`config.mk`:
```
export PLATFORM = sky130hd
export DESIGN_NAME = cp_handshake_seq
export DESIGN_NICKNAME = d
export VERILOG_FILES = /design/src/rtl/cp_seq_pkg.sv /design/src/rtl/cp_seq_irq_pick.sv /design/src/rtl/cp_seq_addr_gen.sv /design/src/rtl/cp_handshake_seq.sv
export SDC_FILE = /design/constraint.sdc
export NUM_CORES = 1
export LEC_CHECK = 0
export BUFFER_PORTS_ARGS = -buffer_cell sky130_fd_sc_hd__buf_2
export CORE_AREA = 4 4 100 102
export CTS_BUF_LIST = sky130_fd_sc_hd__clkbuf_4 sky130_fd_sc_hd__clkbuf_8 sky130_fd_sc_hd__clkbuf_16
export DETAILED_ROUTE_END_ITERATION = 6
export DIE_AREA = 0 0 104 106
export GPL_TIMING_DRIVEN = 0
export HOLD_SLACK_MARGIN = 0.12
export PLACE_DENSITY_LB_ADDON = 0.3
export SETUP_SLACK_MARGIN = 0.4
export SLEW_MARGIN = 20
export SYNTH_ARGS = -nofsm -noshare
export SYNTH_HDL_FRONTEND = slang
export SYNTH_HIERARCHICAL = 1
export SYNTH_SLANG_ARGS = --single-unit
```
`constraint.sdc`:
```
create_clock -name clk_i -period 2.35 [get_ports clk_i]
set_input_delay 0.1175 -clock clk_i [delete_from_list [all_inputs] [get_ports clk_i]]
set_output_delay 0.1175 -clock clk_i [all_outputs]
set_load 0.02 [all_outputs]
```
`src/rtl/cp_seq_pkg.sv`:
```
package cp_seq_pkg;
  typedef enum logic [2:0] {
    OP_TO_CP = 3'd0, OP_FROM_CP = 3'd1, OP_EXEC = 3'd2, OP_LOAD = 3'd3, OP_STORE = 3'd4
  } op_e;
  typedef enum logic [1:0] {
    RSP_GO = 2'b00, RSP_BUSY = 2'b01, RSP_CANT = 2'b10, RSP_INC = 2'b11
  } rsp_e;
  typedef enum logic [2:0] {
    REQ_NONE = 3'd0, REQ_FIRST = 3'd1, REQ_BUSY = 3'd2, REQ_INTR = 3'd3, REQ_DATA = 3'd4
  } req_e;
  typedef enum logic [1:0] {
    CYC_NONE = 2'd0, CYC_INT = 2'd1, CYC_COP = 2'd2, CYC_MEM = 2'd3
  } cyc_e;
  typedef enum logic [1:0] {
    IK_RESET = 2'd0, IK_FAST = 2'd1, IK_NORM = 2'd2
  } ikind_e;
endpackage

```
`src/rtl/cp_seq_irq_pick.sv`:
```
module cp_seq_irq_pick
  import cp_seq_pkg::*;
(
  input  logic   rst_pend_i,
  input  logic   fiq_i,
  input  logic   irq_i,
  input  logic   f_mask_i,
  input  logic   i_mask_i,
  output logic   pend_o,
  output ikind_e kind_o
);
  logic fast_ok, norm_ok;
  assign fast_ok = fiq_i & ~f_mask_i;
  assign norm_ok = irq_i & ~i_mask_i;
  assign pend_o  = rst_pend_i | fast_ok | norm_ok;

  always_comb begin
    if (rst_pend_i)   kind_o = IK_RESET;
    else if (fast_ok) kind_o = IK_FAST;
    else              kind_o = IK_NORM;
  end
endmodule

```
`src/rtl/cp_seq_addr_gen.sv`:
```
module cp_seq_addr_gen #(
  parameter int AW        = 32,
  parameter int LIM_BITS  = 26,
  parameter int VEC_BYTES = 32
) (
  input  logic          clk_i,
  input  logic          rst_ni,
  input  logic          load_i,
  input  logic          step_i,
  input  logic          is_store_i,
  input  logic [AW-1:0] addr_i,
  output logic [AW-1:0] addr_o,
  output logic          range_err_o
);
  localparam logic [AW-1:0] WORD_STEP = AW'(4);
  localparam logic [AW-1:0] VEC_TOP   = AW'(VEC_BYTES);

  logic [AW-1:0] addr_q;
  logic          too_high;

  generate
    if (LIM_BITS < AW) begin : g_lim
      assign too_high = |addr_i[AW-1:LIM_BITS];
    end else begin : g_nolim
      assign too_high = 1'b0;
    end
  endgenerate

  assign range_err_o = too_high | (is_store_i && (addr_i < VEC_TOP));
  assign addr_o      = addr_q;

  always_ff @(posedge clk_i or negedge rst_ni) begin
    if (!rst_ni)     addr_q <= '0;
    else if (load_i) addr_q <= {addr_i[AW-1:2], 2'b00};
    else if (step_i) addr_q <= addr_q + WORD_STEP;
  end
endmodule

```
`src/rtl/cp_handshake_seq.sv`:
```
module cp_handshake_seq
  import cp_seq_pkg::*;
#(
  parameter int AW        = 32,
  parameter int DW        = 32,
  parameter int LIM_BITS  = 26,
  parameter int VEC_BYTES = 32
) (
  input  logic          clk_i,
  input  logic          rst_ni,
  input  logic          start_i,
  input  logic [2:0]    op_i,
  input  logic [AW-1:0] addr_i,
  input  logic [3:0]    flags_i,
  input  logic [1:0]    resp_i,
  input  logic [DW-1:0] cp_data_i,
  input  logic          rst_pend_i,
  input  logic          fiq_i,
  input  logic          irq_i,
  input  logic          f_mask_i,
  input  logic          i_mask_i,
  input  logic          data_abort_i,
  output logic [2:0]    req_o,
  output logic [1:0]    cyc_o,
  output logic          mem_req_o,
  output logic          mem_we_o,
  output logic [AW-1:0] mem_addr_o,
  output logic          busy_o,
  output logic          done_o,
  output logic [DW-1:0] rd_data_o,
  output logic          undef_o,
  output logic          cp_abort_o,
  output logic          addr_exc_o,
  output logic          data_abort_o,
  output logic          intr_o,
  output logic [1:0]    intr_kind_o
);
  typedef enum logic [2:0] {
    ST_IDLE, ST_FIRST, ST_WAIT, ST_POLL, ST_XFER, ST_COP, ST_TAIL
  } state_e;

  state_e state_q, state_d;
  op_e    op_q, op_in;
  rsp_e   rsp;
  req_e   req;
  cyc_e   cyc;
  ikind_e pick_kind, kind_q;
  logic   pend, range_err, addr_load, addr_step, in_is_mem, q_is_mem;
  logic   cap_data, cap_flags, abort_q;
  logic   ev_done, ev_undef, ev_cpab, ev_aexc, ev_dab, ev_intr;
  logic   done_q, undef_q, cpab_q, aexc_q, dab_q, intr_q;
  logic [DW-1:0] rd_q;

  assign op_in     = op_e'(op_i);
  assign rsp       = rsp_e'(resp_i);
  assign in_is_mem = (op_in == OP_LOAD) || (op_in == OP_STORE);
  assign q_is_mem  = (op_q == OP_LOAD) || (op_q == OP_STORE);

  cp_seq_irq_pick i_pick (
    .rst_pend_i(rst_pend_i), .fiq_i(fiq_i), .irq_i(irq_i),
    .f_mask_i(f_mask_i), .i_mask_i(i_mask_i),
    .pend_o(pend), .kind_o(pick_kind)
  );

  cp_seq_addr_gen #(.AW(AW), .LIM_BITS(LIM_BITS), .VEC_BYTES(VEC_BYTES)) i_addr (
    .clk_i(clk_i), .rst_ni(rst_ni), .load_i(addr_load), .step_i(addr_step),
    .is_store_i(op_in == OP_STORE), .addr_i(addr_i),
    .addr_o(mem_addr_o), .range_err_o(range_err)
  );

  always_comb begin
    state_d   = state_q;
    req       = REQ_NONE;
    cyc       = CYC_NONE;
    mem_req_o = 1'b0;
    addr_load = 1'b0;
    addr_step = 1'b0;
    cap_data  = 1'b0;
    cap_flags = 1'b0;
    ev_done = 1'b0; ev_undef = 1'b0; ev_cpab = 1'b0;
    ev_aexc = 1'b0; ev_dab = 1'b0;   ev_intr = 1'b0;
    unique case (state_q)
      ST_IDLE: if (start_i) begin
        addr_load = 1'b1;
        if (in_is_mem && range_err) ev_aexc = 1'b1;
        else state_d = ST_FIRST;
      end
      ST_FIRST, ST_POLL: begin
        req = (state_q == ST_FIRST) ? REQ_FIRST : REQ_BUSY;
        cyc = CYC_COP;
        unique case (rsp)
          RSP_BUSY: state_d = ST_WAIT;
          RSP_CANT: begin
            state_d   = ST_IDLE;
            ev_cpab   = q_is_mem;
            ev_undef  = !q_is_mem;
            cap_flags = (op_q == OP_FROM_CP);
          end
          default: begin
            if (q_is_mem) state_d = ST_XFER;
            else if ((op_q == OP_TO_CP) || (op_q == OP_FROM_CP)) state_d = ST_COP;
            else begin
              state_d = ST_IDLE;
              ev_done = 1'b1;
            end
          end
        endcase
      end
      ST_WAIT: begin
        cyc = CYC_INT;
        if (pend) begin
          req     = REQ_INTR;
          ev_intr = 1'b1;
          state_d = ST_IDLE;
        end else state_d = ST_POLL;
      end
      ST_XFER: begin
        cyc       = CYC_MEM;
        req       = REQ_DATA;
        mem_req_o = 1'b1;
        if (rsp == RSP_INC) addr_step = 1'b1;
        else begin
          state_d = ST_IDLE;
          ev_dab  = abort_q | data_abort_i;
          ev_done = !(abort_q | data_abort_i);
        end
      end
      ST_COP: begin
        cyc = CYC_COP;
        req = REQ_DATA;
        if (op_q == OP_FROM_CP) begin
          cap_data = 1'b1;
          state_d  = ST_TAIL;
        end else begin
          ev_done = 1'b1;
          state_d = ST_IDLE;
        end
      end
      ST_TAIL: begin
        cyc     = CYC_INT;
        ev_done = 1'b1;
        state_d = ST_IDLE;
      end
      default: state_d = ST_IDLE;
    endcase
  end

  always_ff @(posedge clk_i or negedge rst_ni) begin
    if (!rst_ni) begin
      state_q <= ST_IDLE;
      op_q    <= OP_EXEC;
      abort_q <= 1'b0;
      rd_q    <= '0;
      kind_q  <= IK_RESET;
      {done_q, undef_q, cpab_q, aexc_q, dab_q, intr_q} <= '0;
    end else begin
      state_q <= state_d;
      if (state_q == ST_IDLE && start_i) begin
        op_q    <= op_in;
        abort_q <= 1'b0;
      end else if (state_q == ST_XFER && data_abort_i) begin
        abort_q <= 1'b1;
      end
      if (cap_data)       rd_q <= cp_data_i;
      else if (cap_flags) rd_q <= {flags_i, {(DW-4){1'b0}}};
      if (ev_intr) kind_q <= pick_kind;
      {done_q, undef_q, cpab_q, aexc_q, dab_q, intr_q} <=
        {ev_done, ev_undef, ev_cpab, ev_aexc, ev_dab, ev_intr};
    end
  end

  assign req_o        = req;
  assign cyc_o        = cyc;
  assign mem_we_o     = mem_req_o && (op_q == OP_STORE);
  assign busy_o       = (state_q != ST_IDLE);
  assign done_o       = done_q;
  assign undef_o      = undef_q;
  assign cp_abort_o   = cpab_q;
  assign addr_exc_o   = aexc_q;
  assign data_abort_o = dab_q;
  assign intr_o       = intr_q;
  assign intr_kind_o  = kind_q;
  assign rd_data_o    = rd_q;
endmodule

```
Word level (Yosys, flattened, before mapping)
Cells that the tools add are included.
{ "op_classes": {"reduce_logical": 23, "mux": 47, "n_eq_ne": 17, "bitwise_logic": 8, "magnitude_cmp": 1, "add_sub_neg": 1} }
{ "ops": {"columns": ["cell", "count"], "rows": [
  ["$mux W32", 4],
  ["$add A32 B3 Y32 const B", 1],
  ["$lt A32 B6 Y1 const B", 1],
  ["$mux W1", 27],
  ["$mux W3", 6],
  ["$eq A3 B3 Y1 const B", 5],
  ["$pmux W3 S5", 1],
  ["$eq A3 B2 Y1 const B", 4],
  ["$mux W2", 5],
  ["$pmux W3 S3", 1],
  ["$reduce_or A2 Y1", 4],
  ["$eq A3 B1 Y1 const B", 2],
  ["$logic_not A3 Y1", 2],
  ["$ne A2 B2 Y1 const B", 3],
  ["$pmux W2 S3", 1],
  ["$pmux W3 S2", 1],
  ["$reduce_bool A2 Y1", 3],
  ["$reduce_or A6 Y1", 1],
  ["$logic_and A1 B1 Y1", 5],
  ["$eq A2 B2 Y1 const B", 2],
  ["$or A1 B1 Y1", 4],
  ["$pmux W1 S4", 1],
  ["$logic_or A1 B1 Y1", 3],
  ["$reduce_and A3 Y1", 1],
  ["6 further kinds", 9]
]} }
{ "word_totals": {"ff_bits": 79} }

Depth between registers and ports, before layout
{ "depth": {"ltp_word": 7, "mapped_depth": 9} }

By module
Netlist, hierarchy kept.
{ "modules_own_cells": {"columns": ["mod", "instances", "cells_per_inst", "area_per_inst_um2"], "rows": [
  ["cp_handshake_seq", 1, 168, 2073.2],
  ["cp_seq_addr_gen", 1, 204, 1850.5],
  ["cp_seq_irq_pick", 1, 5, 30.0]
]} }

Worst setup path before layout
OpenSTA, ideal clock, no wires.
{ "synth_timing": {"kind": "register -> register", "startpoint": "reg state_q[2]", "endpoint": "reg i_addr.addr_q[27], in the netlist i_addr/addr_o[27]", "stages_incl_launch_ff": 10, "arrival_ns": 2.719, "synth_period_minus_slack_ns": 2.801, "setup_ns": 0.082, "slack_ns": -0.451, "t_required_ns": 2.268, "path_cell_list": "dfrtp_1 -> buf_2 -> nor3b_1 -> and2_1 -> and4_1 -> buf_6 -> nand2_4 -> buf_6 -> or4_1 -> a31oi_1"} }
{ "synth_via": {"elab_chain_len": 3, "elab_cells_between_ends": 6, "classes_between": "eq/ne: 1; mux: 3; reduce/logical: 2"} }
{ "synth_lines": {"columns": ["item", "line_no", "rtl"], "rows": [
  ["from (decl)", "cp_handshake_seq.sv:42", "state_e state_q, state_d;"],
  ["from (signal assigned)", "cp_handshake_seq.sv:157", "state_q <= state_d;"],
  ["$eq A3 B3 Y1", "cp_handshake_seq.sv:82", "unique case (state_q)"],
  ["$mux W1", "cp_handshake_seq.sv:82", null],
  ["via addr_step", "cp_handshake_seq.sv:48", "logic pend, range_err, addr_load, addr_step, in_is_mem, q_is_mem;"],
  ["$reduce_bool A2 Y1 (no line)", null, null],
  ["to (signal assigned)", "cp_seq_addr_gen.sv:34", "else if (load_i) addr_q <= {addr_i[AW-1:2], 2'b00};"],
  ["to (signal assigned)", "cp_seq_addr_gen.sv:35", "else if (step_i) addr_q <= addr_q + WORD_STEP;"],
  ["to (decl)", "cp_seq_addr_gen.sv:18", "logic [AW-1:0] addr_q;"]
]} }
The timed path passes the listed nets, and every way through them passes these cells.
A chain may end at the register's enable or synchronous reset.

Worst setup path after layout
{ "layout_timing": {"startpoint": "reg state_q[2]", "endpoint": "reg i_addr.addr_q[23], in the netlist i_addr/addr_o[23]"} }
Same word-level chain as after synthesis.

==> impl_metrics.py <==
metrics = {
    "outcome": {
        "status": "finished clean",
    },
    "layout": {
        "drive_above_1_share_pct": 41.70,
        "final_cells": 768,
        "regArea_mm2": 0.001931,
        "area_growth_syn_to_layout_pct": 60.03,
        "insertedDiodeCount": 0,
        "fill_cells": 677,
        "fin_nets": 738,
        "multi_input_area_mm2": 0.001967,
        "final_area_mm2": 0.006327,
    },
    "logic_synthesis": {
        "synth.yosys.warnings": 6,
        "yosysUniqueCellTypes": 57,
        "synth_edf_count": 0,
        "ys_seq_elements": 77,
        "avgSynthCellArea_um2": 10.49,
        "syn_inst": 377,
        "synth_flop_cell": "dfrtp_1",
        "yosysSeqAreaShare_pct": 48.77,
        "synth_area_mm2": 0.003954,
        "ys_async_sr_fraction_pct": 100.0,
    },
    "cts": {
        "numCtsBuffers": 9,
        "clock_path_buffers": 2,
        "cts-root-buf": "clkbuf_8",
        "cts_tree": "built",
        "clk_pin_slew_ns": 0.09,
        "htree_levels": 3,
        "worst_skew_pair.late_latency_ns": 0.34,
        "clock_sinks": 77,
    },
    "sta": {
        "finalCritPeriodShare_pct": 88.89,
        "holdWs_ns": 0.1452,
        "drv_slew": 0,
        "max_freq_mhz": 478.7,
        "period_needed_ns": 2.089,
        "worst_slew_pin_slew_ns": 0.5532,
        "clock_skew_ns": 0.009359,
        "rsz0062_at_grt": "true",
        "slew-limit-headroom_pct": 63.12,
        "setup_violations": 0,
        "final-hold-violation-count": 0,
    },
    "pwr": {
        "switching_share_pct": 44.71,
        "powerDensity_mw_per_mm2": 1120,
        "power_leakage_nw": 3.090,
        "pwr-share-seq_pct": 35.7,
        "switching_power_mw": 3.169,
        "p_comb_share_pct": 49.5,
        "intPower_mw": 3.919,
        "ir_drop_uv": 623.7,
        "clkPwrFrac_pct": 14.9,
    },
    "floorplan": {
        "fp-row-count": 35,
        "initial_core_util_pct": 43.41,
        "boundaryPins": 162,
        "fp.dieH_um": 106,
        "core_area_mm2": 0.009109,
        "dieArea_mm2": 0.01102,
        "die-width_um": 104,
    },
    "worst_setup_path": {
        "rr_worst_depth": 10,
        "path_common_cell": "buf_6",
        "required_ns": 2.55,
        "cp_slowest_cell": "dfrtp_1",
        "worstPathCellList": "buf_6 > nor3b_4 > and2_4 > and4_1 > buf_6 > nand2_4 > buf_8 > buf_6 > o31ai_2 > a31oi_1",
        "arrival_ns": 2.29,
        "crit_path_start_kind": "flip-flop",
        "critPathKind": "reg -> reg",
        "crit_fanout": 8,
        "cpPeakStageDelay_ns": 0.40,
        "end_kind": "flip-flop",
    },
    "detailed_routing": {
        "drtAntennaViolNets": 0,
        "vias": 4312,
        "wl_mm": 13.27,
        "drc": 0,
        "avgViaCountPerCell": 5.615,
        "wire_per_inst_um": 17.28,
        "drt_iter0_drc": 238,
        "dr.pass1.iters": 5,
    },
    "placed_design": {
        "placedInstanceArea_mm2": 0.004942,
        "dp.cells": 647,
        "place_congestion": 0.8734,
        "portBuffers": 157,
        "hpwl_mm": 8.368,
    },
    "min_path": {
        "hold_depth": 3,
        "min_path_type": "in -> reg",
    },
    "grt": {
        "grt_pass1_vias": 4339,
        "overflow": 0,
        "grt_max_degree": 49,
        "grt_pass1_wl_mm": 21.18,
        "antenna_found_initial": 0,
        "grt_usage_pct": 23.21,
    },
    "job": {
        "drv_cap": 0,
    },
}
-- kinds of logic (layout without fill, tap and decap cells) --
kind of cell             after synthesis  after routing  share of synthesized area [%]
AO/OA/AOI/OAI                        100            100                          18.70
XOR/XNOR                              10             10                          2.215
adder cells (fa/ha/maj)                4              4                          1.266
buffers and inverters                 37            316                          5.855
flip-flops                            77             77                          48.77
multiplexers                           7              7                          1.962
other                                  1              2                        0.09485
AND/OR/NAND/NOR                      141            141                          21.14
-- critical path, delay by kind of cell (launching register included) --
kind / cells / cell delay [ns]
compound gates: 2 / 0.37
simple gates: 4 / 0.64
buf+inv: 4 / 0.53
flops: 1 / 0.40
-- worst paths after layout --
| check | start | endpoint | slack, ns |
|---|---|---|---|
| hold reg to reg | rd_data_o[14]$_DFFE_PN0P_ | rd_data_o[14]$_DFFE_PN0P_ | 0.50 |
| min in group asynchronous | rst_ni | rd_data_o[30]$_DFFE_PN0P_ | 0.26 |
| hold / removal | op_i[0] | state_q[0]$_DFFE_PN0P_ | 0.15 |
| setup reg to reg | state_q[2]$_DFFE_PN0P_ | i_addr/addr_o[23]$_DFFE_PN0N_ | 0.26 |
| max in group asynchronous | rst_ni | i_addr/addr_o[9]$_DFFE_PN0N_ | 1.49 |
| setup / recovery | state_q[2]$_DFFE_PN0P_ | i_addr/addr_o[23]$_DFFE_PN0N_ | 0.26 |
-- Yosys cell counts (4+ instances only) --
master | instances | area, µm²
dfrtp_1 | 76 | 1902
a31oi_1 | 17 | 106.4
or4_1 | 18 | 135.1
nor3_1 | 8 | 40.04
xor2_1 | 8 | 70.07
nand3_1 | 15 | 75.07
buf_2 | 5 | 25.02
and3_1 | 5 | 31.28
clkbuf_1 | 10 | 37.54
nor2_1 | 23 | 86.33
ha_1 | 4 | 50.05
nand4_1 | 8 | 50.05
mux2_2 | 6 | 67.56
buf_6 | 7 | 78.83
a22o_1 | 29 | 254.0
nand2_1 | 27 | 101.4
nor4_1 | 6 | 37.54
o21ai_0 | 17 | 85.08
a21oi_1 | 6 | 30.03
and4_1 | 5 | 43.79
o31ai_1 | 12 | 90.09
nor3b_1 | 5 | 37.54
inv_1 | 10 | 37.54
-- cells in the final DEF (no fill, tap or decap), drive strengths merged, types with 8 or more instances in the layout --
cell / n
xor2: 8
or4: 18
a31oi: 17
o31ai: 12
dlygate4sd3: 71
nand3: 16
nand2: 29
a22o: 29
nor2: 24
o21ai: 18
clkbuf: 18
buf: 208
dfrtp: 76
inv: 13
nor3: 8
nand4: 9
-- state kept, by name, summed over array words and instances (netlist names), 2 cells and up --
name / flops
op_q: 3
intr_kind_o: 2
i_addr/addr_o: 30
state_q: 3
rd_data_o: 32
-- through the flow --
stage          total power, mW  utilization (%)  worst slack (ns)  setup TNS, ns
3_3_place_gp             5.509            53.93           -0.1942         -2.691
3_5_place_dp             5.599            54.26           -0.2630         -3.803
6_report                 7.087            69.46            0.2611              0
4_1_cts                  6.864            66.77            0.2360              0
5_1_grt                  7.503            69.46            0.1586              0
2_1_floorplan            4.470                -           0.07294              0
-- routing by layer --
layer / vias up / wire [µm] / track usage [%]
met5: - / 0 / 0
met4: 0 / 264 / 8.072
met3: 26 / 919 / 5.525
met2: 218 / 6474 / 39.14
met1: 2086 / 5609 / 29.30
li1: 1982 / - / -
-- what timing repair did --
item	CTS	global route
gates cloned	0	1
pin swaps	23	28
setup buffers	16	15
hold buffers	73	0
gates resized for setup	27	39
setup endpoints to repair	30	31
hold endpoints to repair	146	0
-- final cells by class --
cell class / count / area share, %
Tap cell: 111 / 2.195
Buffer: 27 / 3.757
Clock inverter: 7 / 1.305
Inverter: 10 / 0.5932
Timing Repair Buffer: 263 / 28.59
Clock buffer: 9 / 1.958
Multi-Input combinational cell: 264 / 31.09
Sequential cell: 77 / 30.51
-- power groups by stage --
stage	combinational, mW	clock (mW)	sequential (mW)
finish	3.51	1.05	2.53
global route	3.76	1.13	2.61
CTS	3.32	1.08	2.47
detailed placement	3.12	0	2.48
global placement	3.06	0	2.45
floorplan	1.40	0	3.07
No activity file was read; power rests on OpenSTA's default activity.
